===== src/rtl/mbox_ring.sv =====
module mbox_ring #(
  parameter bit H2C        = 1'b1,
  parameter int SLOT_LOG2  = 3,
  parameter int BYTES_LOG2 = 4,
  parameter int ADDR_W     = 16,
  parameter int CFG_W      = 32
) (
  input  logic                              clk,
  input  logic                              rst_n,
  input  logic                              cfg_we,
  input  logic [CFG_W-1:0]                  cfg_wdata,
  input  logic                              put_we,
  input  logic [SLOT_LOG2:0]                put_wdata,
  input  logic                              get_we,
  input  logic [SLOT_LOG2:0]                get_wdata,
  output logic [SLOT_LOG2:0]                put_ptr,
  output logic [SLOT_LOG2:0]                get_ptr,
  output logic [CFG_W-1:0]                  cfg_word,
  output logic [ADDR_W-1:0]                 ring_base,
  output logic [CFG_W-ADDR_W-1:0]           ring_size,
  output logic                              cfg_ready,
  output logic                              full,
  output logic                              empty,
  output logic [ADDR_W-1:0]                 slot_addr,
  output logic                              ring_err
);
  localparam int PTR_W = SLOT_LOG2 + 1;
  localparam logic [PTR_W-1:0] WRAP_BIT = PTR_W'(1) << SLOT_LOG2;

  logic             put_ok, get_ok, bad_wr;
  logic [PTR_W-1:0] act_ptr;

  assign empty  = (get_ptr == put_ptr);
  assign full   = (get_ptr == (put_ptr ^ WRAP_BIT));
  assign put_ok = put_we && !full;
  assign get_ok = get_we && !empty;
  assign bad_wr = (put_we && full) || (get_we && empty);

  assign ring_base = cfg_word[ADDR_W-1:0];
  assign ring_size = cfg_word[CFG_W-1:ADDR_W];
  assign cfg_ready = |cfg_word;

  generate
    if (H2C) begin : g_prod
      assign act_ptr = put_ptr;
    end else begin : g_cons
      assign act_ptr = get_ptr;
    end
  endgenerate

  assign slot_addr = ring_base +
    ADDR_W'({act_ptr[SLOT_LOG2-1:0], {BYTES_LOG2{1'b0}}});

  always_ff @(posedge clk) begin
    if (!rst_n) begin
      put_ptr  <= '0;
      get_ptr  <= '0;
      cfg_word <= '0;
      ring_err <= 1'b0;
    end else begin
      if (put_ok) put_ptr  <= put_wdata;
      if (get_ok) get_ptr  <= get_wdata;
      if (cfg_we) cfg_word <= cfg_wdata;
      if (bad_wr) ring_err <= 1'b1;
    end
  end
endmodule


===== config.mk =====
export PLATFORM = sky130hd
export DESIGN_NAME = mbox_ring
export DESIGN_NICKNAME = d
export VERILOG_FILES = /design/src/rtl/mbox_ring.sv
export SDC_FILE = /design/constraint.sdc
export NUM_CORES = 1
export LEC_CHECK = 0
export CAP_MARGIN = 20
export CORE_UTILIZATION = 31
export DETAILED_ROUTE_END_ITERATION = 8
export HOLD_SLACK_MARGIN = 0.1
export PLACE_DENSITY = 0.66
export SYNTH_ARGS = -nofsm -noshare
export SYNTH_HDL_FRONTEND = slang
export SYNTH_SLANG_ARGS = --single-unit

===== constraint.sdc =====
create_clock -name clk -period 2.67 [get_ports clk]
set_input_delay 0.4005 -clock clk [delete_from_list [all_inputs] [get_ports clk]]
set_output_delay 0.4005 -clock clk [all_outputs]
set_load 0.05 [all_outputs]

==> results of run 1 <==
## where the power goes
| part | internal [µW] | leakage (µW) | switching, µW | total [µW] |
|---|---|---|---|---|
| registers | 657 | 0.000339 | 52.5 | 710 |
| logic | 322 | 0.00110 | 523 | 846 |
| clock network | 305 | 0.0000585 | 214 | 519 |
| total | 1280 | 0.00150 | 790 | 2070 |
## stage by stage
step / worst slack (ps) / area [µm²] / hold WS (ps)
floorplan: 2.15 / 2270 / 540
global placement: 278 / 3570 / 452
detailed placement: 296 / 3570 / 455
CTS: 48.9 / 3680 / 475
global route: 14.7 / 3690 / 514
finish: 149 / 3690 / 468
## registers in the layout (all words and copies together), names as in the netlist
register and cells:
cfg_word 32, put_ptr 4, ring_err 1, get_ptr 4
## kinds of logic (layout without fill, tap and decap cells)
group / after synthesis / in the layout / synth area share [%]
AOI/OAI and AO/OA: 15 / 15 / 5.76
xor gates and xnor gates: 15 / 15 / 5.93
adders and majority gates: 4 / 4 / 2.60
buffers and inverters: 52 / 157 / 15.1
DFF: 41 / 41 / 37.0
muxes: 32 / 32 / 14.4
and+or+nand+nor: 78 / 78 / 19.1
## Yosys cell counts (all sizes together)
master   n  area share [%]
fa       1            0.90
o21ai    8             1.8
clkbuf   5            0.85
xnor2    9             3.6
nor4     8             2.3
mux2i   32              14
o21a     1            0.34
inv      6             1.0
o41ai    2             2.5
nor3     1            0.23
xor2     6             2.4
nor2     6             1.0
dfxtp   41              37
nand2   15             2.5
a21o     2            0.68
buf     41              13
nand3b   1            0.34
nor2b   32             9.0
or3      1            0.28
nand3    9             2.0
nand4    4             1.1
or2      1            0.28
a21oi    2            0.45
ha       3             1.7
## final timing paths
| check | slack, ps | start | depth (start not counted) | to |
|---|---|---|---|---|
| setup / recovery | 150 | cfg_word[5]$_SDFFE_PN0P_ | 6 | slot_addr[15] |
| hold reg to reg | 470 | ring_err$_SDFFE_PN0P_ | 1 | ring_err$_SDFFE_PN0P_ |
| hold / removal | 470 | ring_err$_SDFFE_PN0P_ | 1 | ring_err$_SDFFE_PN0P_ |
| setup reg to reg | 1200 | put_ptr[1]$_SDFFE_PN0P_ | 4 | get_ptr[2]$_SDFFE_PN0P_ |
## routing by layer
metal | track usage (%) | share of wire, %
met1 | 19.0 | 44
met2 | 25.6 | 50
met3 | 3.33 | 5.6
met4 | 4.09 | 0.51
met5 | 0 | 0
## area by class of cell
type,instances,area [µm²],area share [%]
sequential,41,823,22.3
inverter,6,22.5,0.611
clock inverter,1,30.0,0.815
multi-input combinational,144,1120,30.3
clock buffer,7,86.3,2.34
timing repair buffer,143,1490,40.4
tap,96,120,3.26
## what timing repair did
item,in CTS,in global routing
gates resized for setup,1,3
buffers inserted,0,0
pin swaps,0,3
setup endpoints to repair,1,3
==> metrics, run 1 <==
status finished clean; Syn-to-layout area delta 66.3%; setup_tns 0 ps; Yosys cell types 26; Sink Count 41; worst min path class reg2reg; most common cell after layout, fill and taps aside clkdlybuf4s50_1; cell with the largest stage delay on the worst path dfxtp_1; Cells after Synth 237; Final Hold Vio Count 0; chip width 86.6 µm; post-DP HPWL 4430 µm; first drt pass iteration count 4; Slew HR 60.7%; initial antenna violation count 0; Post-DRT Antenna Nets 0; Critical Path End Type output pin; core area 6870 µm²; nets 390; Skew-Pair Late Insertion Delay 290 ps; via count 1904; Rows 30; first-pass GRT wire length 8710 µm; commonest cells after routing, fill and taps aside clkdlybuf4s50_1, dfxtp_1, mux2i_1, nor2b_1, nand2_1; Pwr Total 2070 µW; maximum VDD drop 0.000325 V; DIE HEIGHT 86.6 µm; post-layout util 53.7%; via/cell ratio 4.35; Seq cells post-synth 41; max cap viols 0; Layout Cells excl Fill 438; yosys warns 0; CTS tree built; final-report setup violation count 0; PD cells 563 nW/µm²; sequential share of the synthesized area 37.0%; RSZ-0062 raised after global routing false; post-layout min period 2520 ps; Residual DRC 0; total gr overflow 0; CP max FO 6; Diodes inserted 0; root buffer cell clkbuf_8; Req. time, crit path 2270 ps; wire length per cell 13.1 µm; total placed cells including tap cells 430; # fillers 643; Initial Util 32.3%; CP arrival 2120 ps; Worst path max stage delay 450 ps; GRT Util Overall 15.0%; CTS clk-pin slew, worst paths 80 ps; H-tree depth 2; Final Wtd Congestion 0.674; syn nets 286; worst slew pin tran 590 ps; largest net degree at the start of global routing 50; worst-case clock skew 1.56 ps; CTS Buffer Depth 2; CP Buf/Inv Count 1; Iteration-0 DRC Markers 37; fraction of layout cells with a size suffix above 1 12.0%; number of buffers inserted by port buffering 136; achievable frequency 397 MHz; Pins Over Slew Limit 0; I/O pin total 137; drt total wl 5720 µm; Mean Syn Cell Area 9.35 µm²; kind of critical path reg2out; Final period util 94.4%; crit-path leading delay family compound AO/OA/AOI/OAI gates; Pleak 0.00150 µW; vias in the first global route 1724; total CTS buffers 5; Die ar. 7490 µm²; crit-path cells ha_1 -> a21o_1 -> a21oi_1 -> nand3b_1 -> xnor2_1 -> buf_12; Mapped Area 2220 µm²; hold bufs inserted after CTS 0; Startpoint Class register
No activity file was read; power rests on OpenSTA's default activity.
==> run 2: changes to the inputs <==
Settings changed: GPL_TIMING_DRIVEN from default to 0.
==> run 2 against run 1 <==
Clock skew is 0.70 ps lower. Via count is 5.7% higher. Total power is 5.0% lower. Largest power group unchanged. Setup slack better by 0.98 ps. Utilization is 1.5 points higher. Flip-flop and latch count stayed put. Wire length is 5.4% higher.
==> metrics, run 2 (synthesis gave the netlist of run 1 again) <==
Slew HR 64.8% (+4.1 points); maximum VDD drop 0.000231 V (-29%); CTS clk-pin slew, worst paths 80 ps (about the same); via count 2012 (+5.7%); Pleak 0.00163 µW (+8.6%); worst hold margin 482 ps (+14.2 ps); Final period util 94.4% (about the same); Largest Register cfg_word; max FFs per register 32 (unchanged); CTS tree built; Iteration-0 DRC Markers 33 (-11%); setup_tns 0 ps (unchanged); CTS Buffer Depth 2 (unchanged); Diodes inserted 0 (unchanged); RSZ-0062 raised after global routing false; biggest regs cfg_word: 32 flops, get_ptr: 4 flops, put_ptr: 4 flops; routed wl met3 327 µm (+1.9%); wire length per cell 12.7 µm (-2.6%); largest net degree at the start of global routing 13 (-74%); first-pass GRT wire length 9070 µm (+4.0%); I/O pin total 137 (unchanged); Residual DRC 0 (unchanged); total gr overflow 0 (unchanged); commonest cells after routing, fill and taps aside clkdlybuf4s50_1, dfxtp_1, buf_4, mux2i_1, nor2b_1; Post-DRT Antenna Nets 0 (unchanged); Startpoint Class register; core area 6870 µm² (unchanged); vias in the first global route 1827 (+6.0%); post-layout min period 2520 ps (-0.985 ps); Final Wtd Congestion 0.709 (+5.2%); most common cell after layout, fill and taps aside clkdlybuf4s50_1; nets 427 (+9.5%); achievable frequency 397 MHz (about the same); DIE HEIGHT 86.6 µm (unchanged); Initial Util 32.3% (unchanged); Final Hold Vio Count 0 (unchanged); kind of critical path reg2out; drt total wl 6030 µm (+5.4%); Critical Path End Type output pin; Skew-Pair Late Insertion Delay 290 ps (about the same); M1 wire length 2690 µm (+7.0%); Rows 30 (unchanged); met2 wire len 2940 µm (+3.2%); final-report setup violation count 0 (unchanged); total CTS buffers 5 (unchanged); fraction of layout cells with a size suffix above 1 18.3% (+6.3 points); Syn-to-layout area delta 71.0%; worst-case clock skew 0.858 ps (-0.700 ps); max cap viols 0 (unchanged); first drt pass iteration count 4 (unchanged); status finished clean; CP max FO 6 (unchanged); Pins Over Slew Limit 0 (unchanged); H-tree depth 2 (unchanged); GRT Util Overall 15.7% (+0.69 points); Req. time, crit path 2270 ps (about the same); via/cell ratio 4.24 (-2.4%); number of buffers inserted by port buffering 134 (-1.5%); PD cells 520 nW/µm² (-7.7%); worst min path class reg2reg; Die ar. 7490 µm² (unchanged); Highest Signal Layer met4; CP arrival 2120 ps (about the same); post-DP HPWL 4850 µm (+9.5%); Sink Count 41 (unchanged); root buffer cell clkbuf_8; initial antenna violation count 0 (unchanged); chip width 86.6 µm (unchanged); worst slew pin tran 526 ps (-63.5 ps)
-- run 2: critical path, stage by stage (launching register included) --
cell	delay [ps]
dfxtp_1	470
ha_1	280
a21o_1	190
a21oi_2	260
nor2_1	120
xnor2_2	120
clkdlybuf4s15_2	380
-- run 2: path summary, 6_finish.rpt --
check             depth (start not counted)  slack (ps)                      end                      from
setup / recovery                          6         150            slot_addr[11]  cfg_word[5]$_SDFFE_PN0P_
hold / removal                            1         480    ring_err$_SDFFE_PN0P_     ring_err$_SDFFE_PN0P_
setup reg to reg                          3        1220  put_ptr[3]$_SDFFE_PN0P_   put_ptr[1]$_SDFFE_PN0P_
hold reg to reg                           1         480    ring_err$_SDFFE_PN0P_     ring_err$_SDFFE_PN0P_
-- run 2: area by class of cell --
cell class | instances | area [µm²]
plain buffers | 46 | 313
repair buffers | 134 | 1310
clock inverters | 1 | 7.51
flip-flops and latches | 41 | 823
multi-input cells | 144 | 1120
clock buffers | 6 | 82.6
fillers | 663 | 3080
well taps | 96 | 120
inverters | 6 | 22.5
-- run 2: metrics by stage --
stage          instances  setup WS (ps)  utilization (%)  total power [µW]  instance area [µm²]
2_1_floorplan        237           2.15                -              1300                 2270
3_3_place_gp         467           -179             54.3              1590                 3730
3_5_place_dp         467           -202             54.3              1600                 3730
4_1_cts              474           6.10             55.4              2000                 3800
5_1_grt              474           3.52             55.2              2060                 3790
6_report             474            150             55.2              1970                 3790
-- run 2: repair_timing --
item / 4_1_cts / 5_1_grt
hold buffers: 0 / 0
gates resized for setup: 39 / 12
buffers inserted: 0 / 0
setup endpoints to repair: 14 / 8
-- run 2: layer usage --
metal / vias up / global-route usage (%)
met5: - / 0
met2: 69 / 27.3
li1: 1035 / -
met4: 0 / 4.55
met3: 6 / 3.43
met1: 902 / 19.4
-- run 2: where the power goes --
part           internal, µW  total [µW]  switching [µW]  leakage (µW)
clock network           204         410             206     0.0000433
logic                   324         845             521       0.00124
registers               658         716            58.3      0.000339
total                  1190        1970             785       0.00163
